===== src/rtl/acc_pkg.sv =====
package acc_pkg;

  localparam int INSTR_W = 8;
  localparam int OP_W    = 3;
  localparam int IMM_W   = 4;

  typedef enum logic [OP_W-1:0] {
    OP_ADD = 3'd0,
    OP_SUB = 3'd1,
    OP_MUL = 3'd2,
    OP_DIV = 3'd3,
    OP_MOD = 3'd4,
    OP_EQ  = 3'd5,
    OP_GT  = 3'd6,
    OP_LT  = 3'd7
  } alu_op_e;

  typedef enum logic [2:0] {
    ST_IDLE,
    ST_FETCH,
    ST_EXEC,
    ST_SEND,
    ST_WAIT
  } seq_state_e;

  typedef struct packed {
    alu_op_e          op;
    logic             dst;
    logic [IMM_W-1:0] imm;
    logic             nop;
  } dec_t;

  // Program store contents, computed from the selected program and the index.
  function automatic logic [INSTR_W-1:0] rom_word(input int sel, input int idx);
    logic [3:0] i4;
    i4 = 4'(idx);
    if (sel == 0) begin
      case (idx)
        0:       return 8'h03;  // add R0, 3
        1:       return 8'h22;  // sub R0, 2
        2:       return 8'h45;  // mul R0, 5
        default: return 8'h60;  // no-op
      endcase
    end
    return {i4[2:0], i4[3], i4 + 4'd1};
  endfunction

endpackage


===== src/rtl/seq_rom.sv =====
module seq_rom
  import acc_pkg::*;
#(
  parameter int DEPTH    = 16,
  parameter int PROG_SEL = 0,
  parameter int PROG_LEN = 4
) (
  input  logic               clk,
  input  logic               rst_n,
  input  logic               step_i,
  output logic [INSTR_W-1:0] instr_o
);

  localparam int PC_W = (DEPTH > 1) ? $clog2(DEPTH) : 1;
  localparam int LAST = ((PROG_SEL != 0) ? DEPTH : PROG_LEN) - 1;

  logic [INSTR_W-1:0] store [DEPTH];
  logic [PC_W-1:0]    pc_q;

  for (genvar g = 0; g < DEPTH; g++) begin : g_word
    assign store[g] = rom_word(PROG_SEL, g);
  end

  always_ff @(posedge clk or negedge rst_n) begin
    if (!rst_n) begin
      pc_q <= '0;
    end else if (step_i) begin
      pc_q <= (pc_q == PC_W'(LAST)) ? '0 : pc_q + 1'b1;
    end
  end

  assign instr_o = store[pc_q];

endmodule


===== src/rtl/seq_decode.sv =====
module seq_decode
  import acc_pkg::*;
(
  input  logic [INSTR_W-1:0] instr_i,
  output dec_t               dec_o
);

  always_comb begin
    dec_o.op  = alu_op_e'(instr_i[7:5]);
    dec_o.dst = instr_i[4];
    dec_o.imm = instr_i[IMM_W-1:0];
    // divide by a zero immediate is the reserved no-op encoding
    dec_o.nop = (instr_i[7:5] == OP_DIV) && (instr_i[IMM_W-1:0] == '0);
  end

endmodule


===== src/rtl/seq_regs.sv =====
module seq_regs #(
  parameter int W    = 8,
  parameter int NREG = 2
) (
  input  logic                    clk,
  input  logic                    rst_n,
  input  logic                    we,
  input  logic [$clog2(NREG)-1:0] wsel,
  input  logic [W-1:0]            wdata,
  input  logic [$clog2(NREG)-1:0] rsel,
  output logic [W-1:0]            rdata
);

  localparam int SEL_W = $clog2(NREG);

  logic [W-1:0] bank [NREG];

  always_ff @(posedge clk or negedge rst_n) begin
    if (!rst_n) begin
      for (int i = 0; i < NREG; i++) bank[i] <= '0;
    end else begin
      for (int i = 0; i < NREG; i++) begin
        if (we && (wsel == SEL_W'(i))) bank[i] <= wdata;
      end
    end
  end

  assign rdata = bank[rsel];

endmodule


===== src/rtl/seq_alu.sv =====
module seq_alu
  import acc_pkg::*;
#(
  parameter int W = 8
) (
  input  logic [W-1:0]   a,
  input  logic [W-1:0]   b,
  input  alu_op_e        op,
  output logic [2*W-1:0] y
);

  localparam int RW = 2 * W;

  logic [RW-1:0] ax, bx;

  always_comb begin
    ax = {{W{1'b0}}, a};
    bx = {{W{1'b0}}, b};
    case (op)
      OP_ADD:  y = ax + bx;
      OP_SUB:  y = ax - bx;
      OP_MUL:  y = ax * bx;
      OP_DIV:  y = (b == '0) ? {{W{1'b0}}, {W{1'b1}}} : ax / bx;
      OP_MOD:  y = (b == '0) ? ax : ax % bx;
      OP_EQ:   y = {{(RW-1){1'b0}}, a == b};
      OP_GT:   y = {{(RW-1){1'b0}}, a > b};
      OP_LT:   y = {{(RW-1){1'b0}}, a < b};
      default: y = '0;
    endcase
  end

endmodule


===== src/rtl/acc_seq_core.sv =====
module acc_seq_core
  import acc_pkg::*;
#(
  parameter int WORD_W    = 8,
  parameter int ROM_DEPTH = 16,
  parameter int PROG_SEL  = 0,
  parameter int PROG_LEN  = 4
) (
  input  logic                clk,
  input  logic                rst_n,
  input  logic                ena,
  input  logic                mode_cpu,
  input  logic [3:0]          man_a,
  input  logic [3:0]          man_b,
  input  logic [2:0]          man_op,
  output logic [2*WORD_W-1:0] result,
  output logic                link_busy,
  output logic                res_valid,
  output logic [2*WORD_W-1:0] res_data,
  input  logic                res_ready,
  input  logic                tx_busy
);

  localparam int RES_W = 2 * WORD_W;
  localparam int PAD_W = WORD_W - IMM_W;

  seq_state_e         st_q, st_d;
  logic               run_ok, step;
  logic [INSTR_W-1:0] instr, ir_q;
  dec_t               dec;
  logic               sel_core, reg_we;
  logic [WORD_W-1:0]  reg_rd, alu_a, alu_b;
  alu_op_e            alu_op;
  logic [RES_W-1:0]   alu_y, result_q;

  assign run_ok = ena & mode_cpu;
  assign step   = (st_q == ST_WAIT) && !tx_busy;

  // sequencing controller
  always_comb begin
    st_d = st_q;
    case (st_q)
      ST_IDLE:  if (run_ok) st_d = ST_FETCH;
      ST_FETCH: st_d = ST_EXEC;
      ST_EXEC:  st_d = ST_SEND;
      ST_SEND:  if (res_ready) st_d = ST_WAIT;
      ST_WAIT:  if (!tx_busy) st_d = run_ok ? ST_FETCH : ST_IDLE;
      default:  st_d = ST_IDLE;
    endcase
  end

  always_ff @(posedge clk or negedge rst_n) begin
    if (!rst_n) begin
      st_q     <= ST_IDLE;
      ir_q     <= '0;
      result_q <= '0;
    end else begin
      st_q <= st_d;
      if (st_q == ST_FETCH) ir_q <= instr;
      if (st_q == ST_EXEC) result_q <= dec.nop ? {{WORD_W{1'b0}}, reg_rd} : alu_y;
    end
  end

  seq_rom #(
    .DEPTH   (ROM_DEPTH),
    .PROG_SEL(PROG_SEL),
    .PROG_LEN(PROG_LEN)
  ) u_rom (
    .clk    (clk),
    .rst_n  (rst_n),
    .step_i (step),
    .instr_o(instr)
  );

  seq_decode u_dec (
    .instr_i(ir_q),
    .dec_o  (dec)
  );

  assign reg_we = (st_q == ST_EXEC) && !dec.nop;

  seq_regs #(
    .W   (WORD_W),
    .NREG(2)
  ) u_regs (
    .clk  (clk),
    .rst_n(rst_n),
    .we   (reg_we),
    .wsel (dec.dst),
    .wdata(alu_y[WORD_W-1:0]),
    .rsel (dec.dst),
    .rdata(reg_rd)
  );

  // operand source: the core owns the ALU in its execute cycle or in core mode
  assign sel_core = mode_cpu || (st_q == ST_EXEC);
  assign alu_a    = sel_core ? reg_rd : {{PAD_W{1'b0}}, man_a};
  assign alu_b    = sel_core ? {{PAD_W{1'b0}}, dec.imm} : {{PAD_W{1'b0}}, man_b};
  assign alu_op   = sel_core ? dec.op : alu_op_e'(man_op);

  seq_alu #(.W(WORD_W)) u_alu (
    .a (alu_a),
    .b (alu_b),
    .op(alu_op),
    .y (alu_y)
  );

  assign result    = mode_cpu ? result_q : alu_y;
  assign res_valid = (st_q == ST_SEND);
  assign res_data  = result_q;
  assign link_busy = res_valid | tx_busy;

endmodule


===== config.mk =====
export PLATFORM = sky130hd
export DESIGN_NAME = acc_seq_core
export DESIGN_NICKNAME = d
export VERILOG_FILES = /design/src/rtl/acc_pkg.sv /design/src/rtl/seq_rom.sv /design/src/rtl/seq_decode.sv /design/src/rtl/seq_regs.sv /design/src/rtl/seq_alu.sv /design/src/rtl/acc_seq_core.sv
export SDC_FILE = /design/constraint.sdc
export NUM_CORES = 1
export LEC_CHECK = 0
export BUFFER_PORTS_ARGS = -buffer_cell sky130_fd_sc_hd__buf_4
export CORE_UTILIZATION = 30
export CTS_BUF_LIST = sky130_fd_sc_hd__clkbuf_4 sky130_fd_sc_hd__clkbuf_8 sky130_fd_sc_hd__clkbuf_16
export DETAILED_ROUTE_END_ITERATION = 12
export PLACE_DENSITY_LB_ADDON = 0.2
export SYNTH_ARGS = -nofsm -noshare
export SYNTH_HDL_FRONTEND = slang
export SYNTH_SLANG_ARGS = --single-unit

===== constraint.sdc =====
create_clock -name clk -period 158.9 [get_ports clk]
set_clock_uncertainty 0.2 [all_clocks]
set_input_delay 47.67 -clock clk [delete_from_list [all_inputs] [get_ports clk]]
set_output_delay 47.67 -clock clk [all_outputs]
set_load 0.005 [all_outputs]

# After elaboration in Yosys (flattened, before gate mapping)
# Memory sizes are Yosys's and may differ from the RTL's. A register that Yosys moved wholly into a read port is not among the register bits.
# Index checks and enable logic that the tools add are counted.
[totals] out_inout_bits=34 word_cells=68 reg_bits=39 rom_bits=128 mem_count=1
[op_classes] div=2 n_eq_ne=17 multipliers=1 mux=17 magnitude_cmp=3 n_bitwise=5 addsub=3 reduce_logical=14
[memory_table] memory="(name not given)" words=16 width=8 rd=1 rd_ports_with_merged_regs=1 wr=0 line="seq_rom.sv:32" rtl="assign instr_o = store[pc_q];"
[op_table] cell="16-bit case mux with 8 select lines" count=1
[op_table] cell="16-bit 2-to-1 mux" count=4
[op_table] cell="8-bit 2-to-1 mux" count=4
[op_table] cell="8-bit by 8-bit divider with 16-bit output" count=1
[op_table] cell="8-bit by 8-bit remainder unit with 16-bit output" count=1
[op_table] cell="3-bit by 2-bit == test with 1-bit output, second input constant" count=5
[op_table] cell="3-bit == test, second input constant" count=5
[op_table] cell="3-bit case mux with 5 select lines" count=1
[op_table] cell="8-bit by 4-bit multiplier with 12-bit output" count=1
[op_table] cell="3-bit 2-to-1 mux" count=4
[op_table] cell="8-bit by 4-bit adder with 9-bit output" count=1
[op_table] cell="8-bit by 4-bit subtractor with 9-bit output" count=1
[op_table] cell="8-bit by 4-bit == test with 1-bit output" count=1
[op_table] cell="8-bit by 4-bit greater-than comparator with 1-bit output" count=1
[op_table] cell="8-bit logical NOT" count=1
[op_table] cell="8-bit by 4-bit < comparator with 1-bit output" count=1
[op_table] cell="4-bit 2-to-1 mux" count=2
[op_table] cell="3-bit by 1-bit == test with 1-bit output, second input constant" count=2
[op_table] cell="3-bit logical NOT" count=2
[op_table] cell="1-bit logical AND" count=5
[op_table] cell="4-bit inverter with 5-bit output" count=1
[op_table] cell="4-bit by 1-bit adder with 4-bit output, second input constant" count=1
[op_table] cell="4-bit by 2-bit == test with 1-bit output, second input constant" count=1
[op_table] cell="4-bit logical NOT" count=1
[op_table] cell="11 further kinds" count=14

# Depth between registers and ports, before layout
[depth] depth_word=9 ltp_mapped=147 ltp_nobuf=136

# Cells and area by module
# From an unflattened synthesis, not the netlist that was laid out.
[unflattened] hier_cells=1506 area_unflattened_um2=12021.5
[modules_own_cells] module="seq_alu" area_per_inst_um2=9356.5 instances=1 cells_per_inst=1281 seq_area_each_um2=0.0
[modules_own_cells] module="acc_seq_core" area_per_inst_um2=1584.0 instances=1 cells_per_inst=143 seq_area_each_um2=675.6
[modules_own_cells] module="seq_regs" area_per_inst_um2=737.0 instances=1 cells_per_inst=44 seq_area_each_um2=400.4
[modules_own_cells] module="seq_rom" area_per_inst_um2=262.8 instances=1 cells_per_inst=27 seq_area_each_um2=100.1
[modules_own_cells] module="seq_decode" area_per_inst_um2=81.3 instances=1 cells_per_inst=11 seq_area_each_um2=0.0

# Least setup slack after synthesis
# Ideal clock, no wire load.
[synth_path] kind="input -> output" start="in mode_cpu" end="out result[0]" arrival_time_ns=74.079 n_path_buf=10 slack_ns=36.951 stages=132 cell_sequence="clkbuf_1 nor2_1 clkbuf_1 mux2i_1 ha_1 o21ai_0 nand2b_1 nand3_2 nor2_1 ha_1 or3_1 o211a_1 a41oi_1 nor2_1 ha_1 o21a_1 o22ai_1 buf_2 (+96 left out) o21a_1 o21a_1 o21ai_0 nand2b_1 a211oi_2 nand3_1 nor2_1 clkbuf_1 mux2i_1 fa_1 a21o_1 a21o_1 nor4_1 and3_1 buf_4 nand3_1 a22oi_1 a221oi_1"
[synth_between] elab_chain_cells=6 word_cells_on_any_way=25
[synth_lines] item="start, declared" line="acc_seq_core.sv:12" rtl="input logic mode_cpu,"
[synth_lines] item="1-bit logical OR" line="acc_seq_core.sv:96" rtl="assign sel_core = mode_cpu || (st_q == ST_EXEC);"
[synth_lines] item="8-bit 2-to-1 mux or 4-bit 2-to-1 mux (tied branches)" line="acc_seq_core.sv:97, acc_seq_core.sv:98"
[synth_lines] item="8-bit by 8-bit remainder unit with 16-bit output (tied with other cells)" line="seq_alu.sv:24" rtl="OP_MOD: y = (b == '0) ? ax : ax % bx;"
[synth_lines] item="16-bit 2-to-1 mux (on tied branches)" line="seq_alu.sv:24, seq_alu.sv:23"
[synth_lines] item="16-bit case mux with 8 select lines" line="seq_alu.sv:19" rtl="case (op)"
[synth_lines] item="16-bit 2-to-1 mux (*)" line="acc_seq_core.sv:108" rtl="assign result = mode_cpu ? result_q : alu_y;"
[synth_lines] item="end, declared" line="acc_seq_core.sv:16" rtl="output logic [2*WORD_W-1:0] result,"
# Every way passes the cells marked *; elsewhere a longest branch is shown, timed or not.

# Worst setup path in the final report
# Ends and elaborated chain as after synthesis.

==> flow_metrics.env <==
export IMPL_outcome="complete, no violations"
export IMPL_slew_headroom_pct=28.15
export IMPL_finalWirelength_um=32310
export IMPL_path_max_fanout=30
export IMPL_area_delta_synth_final_pct=10.26
export IMPL_drt_iter0_drc=815
export IMPL_routabilityCongestion=0.9073
export IMPL_yosysWarnings=0
export IMPL_cp_arrival_ns=78.98
export IMPL_layout_cells_non_filler=1702
export IMPL_vias_per_cell=5.824
export IMPL_synthFlopType="dfrtp_1"
export IMPL_cp_slowest_stage_delay_ns=0.69
export IMPL_min_path_type="flop to flop"
export IMPL_setup_viol=0
export IMPL_die_w_um=178.0
export IMPL_netlist_area_um2=9296
export IMPL_fin_crit_ns=126.85
export IMPL_vias=9913
export IMPL_fin_crit_sh_pct=79.83
export IMPL_cp_end_kind="output port"
export IMPL_port_buffers=50
export IMPL_ctsResizeCount=0
export IMPL_cts_clk_slew_worst_paths_ns=0.05
export IMPL_drc=0
export IMPL_synth_top_area_cell="ha_1"
export IMPL_cts_setup_buffers=0
export IMPL_placed_cells=1693
export IMPL_whs_path_depth=1
export IMPL_cts_sinks=36
export IMPL_synth_top_area_share_pct=11.57
export IMPL_tightest_slew_ns=1.075
export IMPL_grt_pass1_wl_um=50870
export IMPL_grt_pass1_vias=9201
export IMPL_slew_violations=0
export IMPL_htreeDepth=2
export IMPL_wl_per_cell_um=18.98
export IMPL_dpl_hpwl_um=26050
export IMPL_antenna_found_initial=1
export IMPL_required_ns=111.03
export IMPL_clk_path_buf_depth=2
export IMPL_overflow=0
export IMPL_cts_root_buffer="clkbuf_16"
export IMPL_grt_max_degree=37
export IMPL_cts_tree="built"
export IMPL_slowest_stage="nor2_1"
export IMPL_synth_avg_cell_area_um2=7.337
export IMPL_fmax_mhz=7.884
export IMPL_start_util_pct=30.47
export IMPL_worstSetupPathType="primary input to output port"
export IMPL_dr_pass1_iters=6
export IMPL_numCtsBuffers=5
export IMPL_drv_cap=0
export IMPL_rsz0062_at_grt="false"
export IMPL_rows=64
export IMPL_design_core_area_um2=30510
export IMPL_fin_nets=1422
export IMPL_ant_nets=0
export IMPL_async_reset_ff_share_pct=100.0
export IMPL_ys_top_cells_by_area="ha_1, dfrtp_1, nor2_1"
export IMPL_rr_worst_depth=127
export IMPL_gr_usage_all_layers_pct=20.28
export IMPL_synth_seq_cells=36
export IMPL_final_hold_viol_count=0
export IMPL_clock_latency_ns=0.29
export IMPL_io_pins=51
export IMPL_drive_gt1_share_pct=10.88
export IMPL_yosysSeqAreaShare_pct=9.690
export IMPL_synth_edff_count=0
export IMPL_startpoint_type="primary input"
export IMPL_setup_tns_ns=0
export IMPL_ctsHoldBuffers=0
export IMPL_die_y_um=178.0
export IMPL_synth_distinct_cells=109
export IMPL_syn_inst=1267
export IMPL_dieArea_um2=31700
[synthesized netlist by cell type, types with 13 or more instances]
| cell | instances |
|---|---|
| xor2_1 | 28 |
| a31oi_1 | 22 |
| o31ai_1 | 13 |
| ha_1 | 86 |
| and2_1 | 13 |
| clkbuf_1 | 24 |
| mux2i_1 | 27 |
| nand2_1 | 131 |
| a211oi_1 | 15 |
| nand2b_1 | 21 |
| o21a_1 | 27 |
| a21o_1 | 27 |
| nand4_1 | 16 |
| o211ai_1 | 22 |
| dfrtp_1 | 36 |
| or3_1 | 16 |
| fa_1 | 15 |
| a21oi_1 | 90 |
| o21ai_0 | 71 |
| nor3_1 | 40 |
| nand3_1 | 38 |
| inv_1 | 46 |
| nor2_1 | 136 |
| xnor2_1 | 37 |
| and3_1 | 26 |
[metal layers]
| layer | vias up | wire, um | track usage [%] |
|---|---|---|---|
| met4 | 0 | 1252 | 7.728 |
| met1 | 4697 | 15090 | 27.97 |
| met3 | 57 | 1395 | 1.662 |
| met2 | 302 | 14570 | 32.62 |
| li1 | 4857 | - | - |
| met5 | - | 0 | 0 |
[worst paths after layout]
check | from | endpoint | slack (ns)
min in group asynchronous | rst_n | u_regs.bank[13]$_DFFE_PN0P_ | 47.14
min reg2reg | u_rom.pc_q[3]$_DFFE_PN0P_ | u_rom.pc_q[3]$_DFFE_PN0P_ | 0.30
max in group asynchronous | rst_n | res_data[12]$_DFFE_PN0P_ | 111.03
min | u_rom.pc_q[3]$_DFFE_PN0P_ | u_rom.pc_q[3]$_DFFE_PN0P_ | 0.30
max reg2reg | st_q[1]$_DFFE_PN0P_ | u_regs.bank[8]$_DFFE_PN0P_ | 127.05
max | mode_cpu | result[0] | 32.05
[state kept, by name (all words and copies together) (netlist names)]
name	cells
ir_q	5
res_data	16
st_q	3
u_regs.bank	8
u_rom.pc_q	4
[critical path, delay by kind of cell]
kind	cells	cell delay, ns
compound gates	54	12.08
fa+ha+maj	15	4.83
buf+inv	8	1.23
mux	4	1.20
simple gates	47	11.87
[layout by cell type (no fill, tap or decap), types with 8 or more instances in the layout]
| master | n |
|---|---|
| a211oi_1 | 15 |
| a21boi_0 | 8 |
| a21o_1 | 27 |
| a21oi_1 | 90 |
| a221oi_1 | 10 |
| a31oi_1 | 22 |
| and2_1 | 13 |
| and3_1 | 26 |
| buf_4 | 61 |
| conb_1 | 12 |
| dfrtp_1 | 36 |
| fa_1 | 15 |
| ha_1 | 86 |
| inv_1 | 46 |
| mux2_2 | 8 |
| mux2i_1 | 25 |
| nand2_1 | 131 |
| nand2b_1 | 21 |
| nand3_1 | 38 |
| nand4_1 | 16 |
| nor2_1 | 136 |
| nor2b_1 | 11 |
| nor3_1 | 40 |
| nor4_1 | 11 |
| o211ai_1 | 22 |
| o21a_1 | 27 |
| o21ai_0 | 71 |
| o21ai_1 | 8 |
| o221ai_1 | 12 |
| o31ai_1 | 13 |
| or2_2 | 12 |
| or3_1 | 16 |
| xnor2_1 | 37 |
| xor2_1 | 28 |
[stage by stage]
stage	utilization (%)	hold slack, ns	setup slack [ns]	cell area (um2)
global placement	33.08	0.2876	33.40	10090
global route	33.60	0.3130	29.10	10250
finish	33.60	0.2978	32.05	10250
detailed placement	33.08	0.2908	32.49	10090
CTS	33.59	0.3036	32.39	10250
floorplan	-	0.2671	36.95	9334
[logic make-up after synthesis]
group / after synthesis / share of synthesized area, %
and+or+nand+nor: 516 / 28.14
AOI/OAI and AO/OA: 420 / 32.62
adders and majority gates: 102 / 14.91
buffers and inverters: 88 / 4.078
xor gates and xnor gates: 65 / 6.124
muxes: 38 / 4.347
DFF: 36 / 9.690
other: 2 / 0.08078
[final cells by class]
| cell class | count | area, um2 |
|---|---|---|
| inverter | 47 | 176.4 |
| clock buffer | 7 | 146.4 |
| sequential | 36 | 900.9 |
| timing repair buffer | 61 | 457.9 |
| antenna | 1 | 2.502 |
| multi-input combinational | 1153 | 8063 |
| fill | 3267 | 20260 |
| clock inverter | 1 | 7.507 |
| tap | 396 | 495.5 |
Power is not shown: default switching activity piles up to over one toggle a cycle in this logic, so the estimate is an artifact.
